File: src/rtl/pinlock_pkg.sv
package pinlock_pkg;

   // largest value that counts as a decimal digit, plus one
   localparam int DECIMAL_BASE = 10;

   typedef enum logic {
      STG_BINARY = 1'b0,
      STG_ONEHOT = 1'b1
   } stage_enc_e;

   function automatic int stage_bits(input int len);
      return (len < 2) ? 1 : $clog2(len);
   endfunction

endpackage

File: src/rtl/pinlock_digit_match.sv
module pinlock_digit_match #(
   parameter int                          DIGIT_W  = 4,
   parameter int                          CODE_LEN = 4,
   parameter logic [CODE_LEN*DIGIT_W-1:0] CODE     = 16'h4169
) (
   input  logic [DIGIT_W-1:0]  digit_i,
   output logic [CODE_LEN-1:0] hit_o
);

   // one comparator per code position; position 0 is the first digit (MSB nibble)
   for (genvar g = 0; g < CODE_LEN; g++) begin : g_pos
      localparam int LSB = (CODE_LEN - 1 - g) * DIGIT_W;
      assign hit_o[g] = (digit_i == CODE[LSB +: DIGIT_W]);
   end

endmodule

File: src/rtl/pinlock_seq_ctrl.sv
module pinlock_seq_ctrl
   import pinlock_pkg::*;
#(
   parameter int         CODE_LEN = 4,
   parameter stage_enc_e ENC      = STG_BINARY,
   localparam int        STG_W    = stage_bits(CODE_LEN)
) (
   input  logic                clk,
   input  logic                rst_n,
   input  logic [CODE_LEN-1:0] hit_i,
   output logic [STG_W-1:0]    stage_o,
   output logic                fire_o
);

   localparam int LAST = CODE_LEN - 1;

   if (ENC == STG_BINARY) begin : g_bin
      logic [STG_W-1:0] stg_q, stg_d;

      always_comb begin
         if (stg_q == STG_W'(LAST))
            stg_d = '0;
         else if (hit_i[stg_q])
            stg_d = stg_q + STG_W'(1);
         else
            stg_d = '0;
      end

      always_ff @(posedge clk or negedge rst_n) begin
         if (!rst_n) stg_q <= '0;
         else        stg_q <= stg_d;
      end

      assign fire_o  = (stg_q == STG_W'(LAST)) && hit_i[LAST];
      assign stage_o = stg_q;
   end else begin : g_oh
      logic [CODE_LEN-1:0] oh_q, oh_d;
      logic [LAST-1:0]     adv;

      assign adv = oh_q[LAST-1:0] & hit_i[LAST-1:0];

      always_comb begin
         oh_d    = '0;
         oh_d[0] = ~|adv;
         for (int i = 0; i < LAST; i++)
            oh_d[i+1] = adv[i];
      end

      always_ff @(posedge clk or negedge rst_n) begin
         if (!rst_n) oh_q <= CODE_LEN'(1);
         else        oh_q <= oh_d;
      end

      always_comb begin
         stage_o = '0;
         for (int i = 0; i < CODE_LEN; i++)
            if (oh_q[i]) stage_o = STG_W'(i);
      end

      assign fire_o = oh_q[LAST] & hit_i[LAST];
   end

endmodule

File: src/rtl/pinlock_pulse_reg.sv
module pinlock_pulse_reg (
   input  logic clk,
   input  logic rst_n,
   input  logic fire_i,
   output logic pulse_o
);

   always_ff @(posedge clk or negedge rst_n) begin
      if (!rst_n) pulse_o <= 1'b0;
      else        pulse_o <= fire_i;
   end

endmodule

File: src/rtl/keypad_pin_lock.sv
module keypad_pin_lock
   import pinlock_pkg::*;
#(
   parameter int                          DIGIT_W      = 4,
   parameter int                          CODE_LEN     = 4,
   parameter logic [CODE_LEN*DIGIT_W-1:0] CODE         = 16'h4169,
   parameter stage_enc_e                  STAGE_ENC    = STG_BINARY
) (
   input  logic               clk,
   input  logic               rst_n,
   input  logic [DIGIT_W-1:0] key_digit,
   output logic               unlock_o
);

   localparam int STG_W = stage_bits(CODE_LEN);

   // elaboration-time parameter checks
   if (DIGIT_W < 4) begin : g_bad_w
      $error("keypad_pin_lock: DIGIT_W must hold a decimal digit");
   end
   if (CODE_LEN < 2) begin : g_bad_len
      $error("keypad_pin_lock: CODE_LEN must be at least 2");
   end
   for (genvar g = 0; g < CODE_LEN; g++) begin : g_chk_digit
      if (CODE[(CODE_LEN-1-g)*DIGIT_W +: DIGIT_W] >= DIGIT_W'(DECIMAL_BASE)) begin : g_bad
         $error("keypad_pin_lock: code digit is not decimal");
      end
   end

   logic [CODE_LEN-1:0] hit_w;
   logic [STG_W-1:0]    stage_w;
   logic                fire_w;

   pinlock_digit_match #(
      .DIGIT_W  (DIGIT_W),
      .CODE_LEN (CODE_LEN),
      .CODE     (CODE)
   ) match_i (
      .digit_i (key_digit),
      .hit_o   (hit_w)
   );

   pinlock_seq_ctrl #(
      .CODE_LEN (CODE_LEN),
      .ENC      (STAGE_ENC)
   ) ctrl_i (
      .clk     (clk),
      .rst_n   (rst_n),
      .hit_i   (hit_w),
      .stage_o (stage_w),
      .fire_o  (fire_w)
   );

   pinlock_pulse_reg pulse_i (
      .clk     (clk),
      .rst_n   (rst_n),
      .fire_i  (fire_w),
      .pulse_o (unlock_o)
   );

endmodule

File: config.mk
export PLATFORM = sky130hd
export DESIGN_NAME = keypad_pin_lock
export DESIGN_NICKNAME = d
export VERILOG_FILES = /design/src/rtl/pinlock_pkg.sv /design/src/rtl/pinlock_digit_match.sv /design/src/rtl/pinlock_seq_ctrl.sv /design/src/rtl/pinlock_pulse_reg.sv /design/src/rtl/keypad_pin_lock.sv
export SDC_FILE = /design/constraint.sdc
export NUM_CORES = 1
export LEC_CHECK = 0
export CORE_AREA = 10 10 47 49
export DETAILED_ROUTE_END_ITERATION = 7
export DIE_AREA = 0 0 57 59
export GPL_TIMING_DRIVEN = 1
export SLEW_MARGIN = 30
export SYNTH_ARGS = -nofsm -noshare
export SYNTH_HDL_FRONTEND = slang
export SYNTH_SLANG_ARGS = --single-unit
File: constraint.sdc
create_clock -name clk -period 1 [get_ports clk]
set_input_delay 0.15 -clock clk [delete_from_list [all_inputs] [get_ports clk]]
set_output_delay 0.15 -clock clk [all_outputs]
set_load 0.03 [all_outputs]
== Yosys cells after proc, flatten, opt, wreduce, memory -nomap -nowiden ==
Index checks and enable logic that the tools add are counted.
Cells by class
  add/sub/neg operators: 1
  order comparisons: 1
  eq/ne operators: 5
  multiplexer cells: 4
  reduce and logical (&&, ||, !) cells: 1
Operators with widths (count)
  $eq A4 B3 Y1 const B: 2
  $eq A4 B1 Y1 const B: 1
  $eq A4 B4 Y1 const B: 1
  $mux W2: 2
  $lt A2 B3 Y1 const B: 1
  $add A2 B1 Y2 const B: 1
  $bmux W1 S2: 1
  $eq A2 B2 Y1 const B: 1
  $logic_and A1 B1 Y1: 1
  $mux W1: 1
Word-level totals
  register bits after elaboration: 3
  input bits: 6
  output and inout port bits: 1

== Logic depth before layout (Yosys ltp) ==
Gate-level depths: netlist of the first run.
  word-level depth: 5
  gate-level depth with buffers: 3

== By module ==
From an unflattened synthesis of the first run, not the netlist that was laid out.
Unflattened totals
  cell total of the unflattened synthesis: 13
  area, all modules: 195.2 um2
Modules (own cells, without submodules)
  pinlock_seq_ctrl: instances 1, cells each 8, area an instance 115.1 um2
  pinlock_digit_match: instances 1, cells each 4, area an instance 55.1 um2
  pinlock_pulse_reg: instances 1, cells each 1, area an instance 25.0 um2

== Worst setup path after synthesis of the first run ==
Ideal clock, no wire load.
  path kind: register to register
  start point: register ctrl_i.g_bin.stg_q[1], in the netlist ctrl_i.stage_o[1]
  end point: register ctrl_i.g_bin.stg_q[1], in the netlist ctrl_i.stage_o[1]
  setup time: 0.077 ns
  data arrival time: 0.809 ns
  path slack: 0.113 ns
  stages on the path, launching flop included: 4
  buffers on the path: 0
  clock period less this slack: 0.887 ns
  path through: dfrtp_1 ha_1 nand2b_1 a21oi_1
On the way
  cells in the longest elaborated chain, start to end: 4
  elaborated cells between the ends (all ways): 6
  classes of those cells: add/sub: 1; eq/ne: 1; mux: 4
Ends and longest elaborated chain
  from (decl): line pinlock_seq_ctrl.sv:18  | logic [STG_W-1:0] stg_q, stg_d;
  from (signal assigned): line pinlock_seq_ctrl.sv:31  | else stg_q <= stg_d;
  $bmux W1 S2: line pinlock_seq_ctrl.sv:23  | else if (hit_i[stg_q])
  $mux W1 (not written as such): line pinlock_seq_ctrl.sv:23
  $mux W2: line pinlock_seq_ctrl.sv:23
  $mux W2 (*): line pinlock_seq_ctrl.sv:21  | if (stg_q == STG_W'(LAST))
  via ctrl_i.g_bin.stg_d[1]: line pinlock_seq_ctrl.sv:18
The timed path passes the listed nets; every way through them passes the cells marked *. The select of a mux whose other input is x is not followed.

== Final worst setup path of the first run ==
  start point: input key_digit[0]
  end point: register ctrl_i.g_bin.stg_q[1], in the netlist ctrl_i.stage_o[1]
On the way
  cells in the longest elaborated chain, start to end: 5
  elaborated cells between the ends (all ways): 8
  classes of those cells: eq/ne: 4; mux: 4
Ends and longest elaborated chain
  from (decl): line keypad_pin_lock.sv:11  | input logic [DIGIT_W-1:0] key_digit,
  $eq A4 B3 Y1 (tied with other cells): line pinlock_digit_match.sv:13  | assign hit_o[g] = (digit_i == CODE[LSB +: DIGIT_W]);
  $bmux W1 S2 (*): line pinlock_seq_ctrl.sv:23
  $mux W1 (not written as such) (*): line pinlock_seq_ctrl.sv:23
  $mux W2 (*): line pinlock_seq_ctrl.sv:23
  $mux W2 (*): line pinlock_seq_ctrl.sv:21
  via ctrl_i.g_bin.stg_d[1]: line pinlock_seq_ctrl.sv:18
Marks and branches as above.

==> results of run 1 <==
==> metal layers <==
metal / up-vias / part of all wire [%]
met1: 75 / 45
li1: 82 / -
met5: - / 0
met4: 0 / 0
met2: 6 / 52
met3: 0 / 2.4
==> report_power, final <==
| part | switching [mW] | internal, mW | total (mW) |
|---|---|---|---|
| clock network | 0.0650 | 0.150 | 0.215 |
| registers | 0.00227 | 0.123 | 0.126 |
| logic | 0.0162 | 0.0303 | 0.0465 |
| total | 0.0834 | 0.304 | 0.387 |
==> area by class of cell <==
type / instances / area, µm² / area share (%)
clock buffers: 4 / 26.3 / 8.43
repair buffers: 8 / 72.6 / 23.3
flip-flops and latches: 3 / 77.6 / 24.9
multi-input cells: 13 / 115 / 36.9
well taps: 16 / 20.0 / 6.43
==> registers in the layout (all words and copies together) (netlist names) <==
name	flops
ctrl_i.stage_o	2
pulse_i.pulse_o	1
==> synthesized netlist by cell type, drive strengths merged <==
cell type  number
nor3b           2
nor2            1
a21oi           1
nand2b          1
nand4b          1
nand3           1
dfrtp           3
and3            2
o21ai           1
ha              1
xnor2           1
nor3            1
==> cells by family (layout without fill, tap and decap cells) <==
kind of cell / count (synthesis) / in the layout
and+or+nand+nor: 9 / 9
DFF: 3 / 3
AOI/OAI and AO/OA: 2 / 2
adders and majority gates: 1 / 1
xor gates and xnor gates: 1 / 1
buffers and inverters: 0 / 12
==> metrics by stage <==
stage	hold WS, ns	area, µm²	std cells
2_1_floorplan	-0.146	163	16
3_3_place_gp	0.345	255	40
3_5_place_dp	0.349	255	40
4_1_cts	0.0942	282	44
5_1_grt	0.0969	312	44
6_report	0.0991	312	44
==> worst min-delay path by stage <==
stage / start / to / slack [ns]
final: rst_n / ctrl_i.stage_o[0] / 0.1
after global routing: rst_n / pulse_i.pulse_o / 0.1
after CTS: rst_n / ctrl_i.stage_o[1] / 0.09
after detailed placement: rst_n / ctrl_i.stage_o[1] / 0.35
after global placement: rst_n / ctrl_i.stage_o[1] / 0.35
after floorplan: rst_n / ctrl_i.stage_o[0] / -0.15
==> what timing repair did <==
item / CTS / global route
setup endpoints to repair: 0 / 2
hold buffers: 0 / 0
resized for setup: 0 / 7
==> layout by cell type, fill, tap and decap left out <==
cell type	synthesis	layout
xnor2_2	0	1
nor3b_1	2	2
nand4b_1	1	1
buf_4	0	3
ha_4	0	1
dfrtp_1	3	1
clkbuf_1	0	1
nor3_2	0	1
nor2_2	0	1
nand2b_1	1	1
and3_1	2	2
dfrtp_2	0	2
o21ai_1	1	1
nand3_1	1	1
clkdlybuf4s50_1	0	5
clkbuf_4	0	3
a21oi_1	1	1
==> critical path, delay by kind of cell <==
| family | cells | cell delay, ns |
|---|---|---|
| compound gates | 2 | 0.22 |
| buf+inv | 1 | 0.48 |
| simple gates | 1 | 0.24 |
==> summary.md, run 1 <==
| Metric | Value |
|---|---|
| Synth Area in XOR/XNOR | `5.38%` |
| Placeable Area | `1400 µm²` |
| Total setup buffers inserted after CTS | `0` |
| Post-synth top area cell | `dfrtp_1` |
| Setup TNS | `0 ns` |
| Largest family of logic cells by synthesized area | `simple AND/OR/NAND/NOR gates` |
| Maxcap violations | `0` |
| DIE HEIGHT | `59 µm` |
| Crit-path slowest cell | `clkdlybuf4s50_1` |
| Hold Path Class | `input port to async pin` |
| ANT nets after route | `0` |
| Final clock skew | `0.00167 ns` |
| Register area share after synthesis | `46.2%` |
| Ys Warns | `0` |
| DP HPWL | `359 µm` |
| Final GP Congestion | `0.658` |
| Die Wd | `57 µm` |
| Worst r2r src | `ctrl_i.stage_o[1]` |
| GR Layer Usage met2 | `4.03%` |
| Final-report hold violation count | `0` |
| Top cells by area, synth | `dfrtp_1, nor3b_1, and3_1` |
| Endpoint type of the worst setup path | `flip-flop` |
| Met1 usage | `3.81%` |
| RSZ-0062 raised after global routing | `true` |
| Layout area overhead | `91.5%` |
| Max Fclk | `1.07 GHz` |
| N_diodes | `0` |
| Crit-path max cell delay | `0.48 ns` |
| Adder-cell share of the synthesized area | `7.69%` |
| Proportion of synthesized area in mux cells | `0%` |
| WS Path Type | `input port to flip-flop` |
| Reg2reg path depth | `3` |
| Vias | `163` |
| Post-synthesis simple-gate area fraction | `34.6%` |
| Static leakage | `0.127 nW` |
| I/O Pins | `7` |
| DRT iter0 DRCs | `3` |
| Pre-CTS setup slack | `-0.160 ns` |
| Part of the cycle the worst path needs | `93.7%` |
| Final net count | `36` |
| Area share of the largest cell type after synthesis | `46.2%` |
| Final core occ | `22.2%` |
| CP arrival | `1.09 ns` |
| Initial Util | `11.6%` |
| Clock insertion delay at the later pin of the skew report | `0.23 ns` |
| Total grt overflow | `0` |
| Critical Path Source Type | `input port` |
| FP Rows | `14` |
| H-tree levels | `1` |
| Max_slew headroom | `84.5%` |
| Root Buffer | `clkbuf_4` |
| Sink Count | `3` |
| Cells after Synth | `16` |
| Pin count of the biggest net entering global routing | `5` |
| Gr busiest metal | `met2` |
| PortBufs | `6` |
| Peak supply drop | `0.173 mV` |
| CTS tree | `yes` |
| Num CTS Buffers | `3` |
| Share of layout cells above drive strength 1 | `42.9%` |
| Status | `finished clean` |
| Final Power | `387 µW` |
| Syn_nets | `23` |
| Seq cells post-synth | `3` |
| Detailed Routing Iterations Pass 1 | `2` |
| Vias in the first global route | `191` |
| Count of cell types in the netlist | `12` |
| Worst EP required | `1.16 ns` |
| Pwr Density | `1240 nW/µm²` |
| # DRC | `0` |
| Antenna violations before repair | `0` |
| Clock slew at reported path FFs | `0.04 ns` |
| R2R Path End | `ctrl_i.stage_o[1]` |
| Total GRT Usage | `3.16%` |
| Grt met3 use | `1.29%` |
| Compound-cell area share of the yosys netlist | `6.15%` |
| Routed WL per cell | `11.3 µm` |
| First-pass GRT wire length | `800 µm` |
| Slew Viols, Final | `0` |
| CP startpoint | `key_digit[0]` |
| Slew @ Worst Pin | `0.232 ns` |
| Post-Synthesis Mean Instance Area | `10.2 µm²` |
| Worst setup endpoint | `ctrl_i.stage_o[1]` |
| Max clock buf depth | `2` |
| Number of vias per cell | `3.70` |
| Crit path max fanout | `2` |
| R2r setup slk | `0.06 ns` |
| Fin crit period | `0.937 ns` |
| Routed WL | `496 µm` |
| Worst path cell trace | `clkdlybuf4s50_1 > nor3b_1 > o21ai_1 > a21oi_1` |
| Mapped cell area | `163 µm²` |
| Final setup fails | `0` |
| Worst setup margin | `0.0632 ns` |
| Die area | `3360 µm²` |
| Fillcell total | `168` |
Note: power is estimated with default switching activity, not from simulation.
==> run 2, diff against run 1 <==
Settings changed: PLACE_DENSITY set to 0.3.
==> run 2 against run 1 <==
  * Total power is 0.83% higher
  * Combinational power increased by 5.2%
  * Sequential power hardly changed
  * Fmax down 4.7%
  * Global-route usage is essentially flat
  * Clock power hardly changed
  * Register-to-register slack worse by 0.05 ns
  * Routed wire length up 1.0%
  * Non-clock buffer count is the same
  * Cell count unchanged
  * Largest cell class unchanged
==> summary.md, run 2 (synthesis gave the netlist of run 1 again) <==
| Metric | Value |
|---|---|
| Status | `finished clean` |
| Most common cell after layout, fill and taps aside | `clkdlybuf4s50_1` |
| Sink Count | `3` |
| Final net count | `36` |
| Critical Path Source Type | `input port` |
| Max_slew headroom | `84.6%` |
| Final-report hold violation count | `0` |
| Maxcap violations | `0` |
| Placeable Area | `1400 µm²` |
| Final Power | `390 µW` |
| Max clock buf depth | `2` |
| Slew @ Worst Pin | `0.231 ns` |
| First-pass GRT wire length | `745 µm` |
| Layout area overhead | `96.9%` |
| Number of vias per cell | `3.86` |
| Endpoint type of the worst setup path | `flip-flop` |
| Hold Path Class | `input port to async pin` |
| Antenna violations before repair | `0` |
| RSZ-0062 raised after global routing | `true` |
| Worst EP required | `1.16 ns` |
| ANT nets after route | `0` |
| Crit path max fanout | `2` |
| FP Rows | `14` |
| Vias | `170` |
| # DRC | `0` |
| Commonest non-fill, non-tap cells in the layout | `clkdlybuf4s50_1, clkbuf_4, buf_4` |
| H-tree levels | `1` |
| Pin count of the biggest net entering global routing | `5` |
| Initial Util | `11.6%` |
| WS Path Type | `input port to flip-flop` |
| Total GRT Usage | `3.15%` |
| Routed WL per cell | `11.4 µm` |
| Pwr Density | `1220 nW/µm²` |
| Post_cts resized | `0` |
| DIE HEIGHT | `59 µm` |
| Fin crit period | `0.983 ns` |
| Pre-CTS setup slack | `-0.207 ns` |
| Max Fclk | `1.02 GHz` |
| Routed WL | `501 µm` |
| DRT iter0 DRCs | `1` |
| Root Buffer | `clkbuf_4` |
| Hold buffers post-CTS | `0` |
| CTS tree | `yes` |
| Slew Viols, Final | `0` |
| Total setup buffers inserted after CTS | `0` |
| Clock slew at reported path FFs | `0.04 ns` |
| Peak supply drop | `0.283 mV` |
| Max FFs per register | `2` |
| Die Wd | `57 µm` |
| N_diodes | `0` |
| Die area | `3360 µm²` |
| I/O Pins | `7` |
| PortBufs | `6` |
| Fillcell total | `158` |
| Final clock skew | `0.00383 ns` |
| CP arrival | `1.14 ns` |
| Total grt overflow | `0` |
| Share of layout cells above drive strength 1 | `46.4%` |
| Final GP Congestion | `0.601` |
| Static leakage | `0.131 nW` |
| Worst setup margin | `0.0169 ns` |
| Detailed Routing Iterations Pass 1 | `2` |
| Vias in the first global route | `174` |
| Final setup fails | `0` |
| Clock insertion delay at the later pin of the skew report | `0.23 ns` |
| Num CTS Buffers | `3` |
| Part of the cycle the worst path needs | `98.3%` |
[run 2: worst max-delay path: stages]
cell and delay [ns]:
clkdlybuf4s50_1 0.55, xnor2_2 0.15, nand4b_1 0.15, a21oi_2 0.15
[run 2: final cells by class]
class | instances | area [µm²] | area share (%)
multi-input cells | 13 | 125 | 39.1
repair buffers | 8 | 72.6 | 22.7
flip-flops and latches | 3 | 76.3 | 23.8
clock buffers | 4 | 26.3 | 8.20
well taps | 16 | 20.0 | 6.25
[run 2: worst paths after layout]
check / start / end / slack (ns) / cells after the start
max: key_digit[1] / ctrl_i.stage_o[1] / 0.02 / 4
min: rst_n / pulse_i.pulse_o / 0.10 / 1
max reg2reg: ctrl_i.stage_o[1] / ctrl_i.stage_o[1] / 0.02 / 3
min reg2reg: ctrl_i.stage_o[1] / ctrl_i.stage_o[0] / 0.66 / 2
max in group asynchronous: rst_n / ctrl_i.stage_o[1] / 0.74 / 1
min in group clk: key_digit[2] / ctrl_i.stage_o[1] / 0.61 / 4
[run 2: stage by stage]
| step | utilization [%] | area, µm² | instances | hold WS (ns) | TNS (ns) |
|---|---|---|---|---|---|
| after floorplan | - | 163 | 16 | -0.146 | 0 |
| after global placement | 18.2 | 255 | 40 | 0.343 | -0.499 |
| after detailed placement | 18.2 | 255 | 40 | 0.348 | -0.472 |
| after CTS | 20.1 | 282 | 44 | 0.0962 | 0 |
| after global routing | 22.9 | 320 | 44 | 0.108 | -0.0289 |
| final | 22.9 | 320 | 44 | 0.100 | 0 |
[run 2: layer usage]
layer  GRT usage [%]  share of wire, %  vias to the layer above
li1                -                 -                       82
met3            2.79                12                        0
met2            3.10                46                        7
met4            4.03                 0                        0
met5               0                 0                        -
met1            3.32                42                       81
[run 2: where the power goes]
group	internal, mW	switching, mW	total (mW)
registers	0.123	0.00209	0.125
clock network	0.150	0.0661	0.216
logic	0.0308	0.0181	0.0489
total	0.304	0.0863	0.390
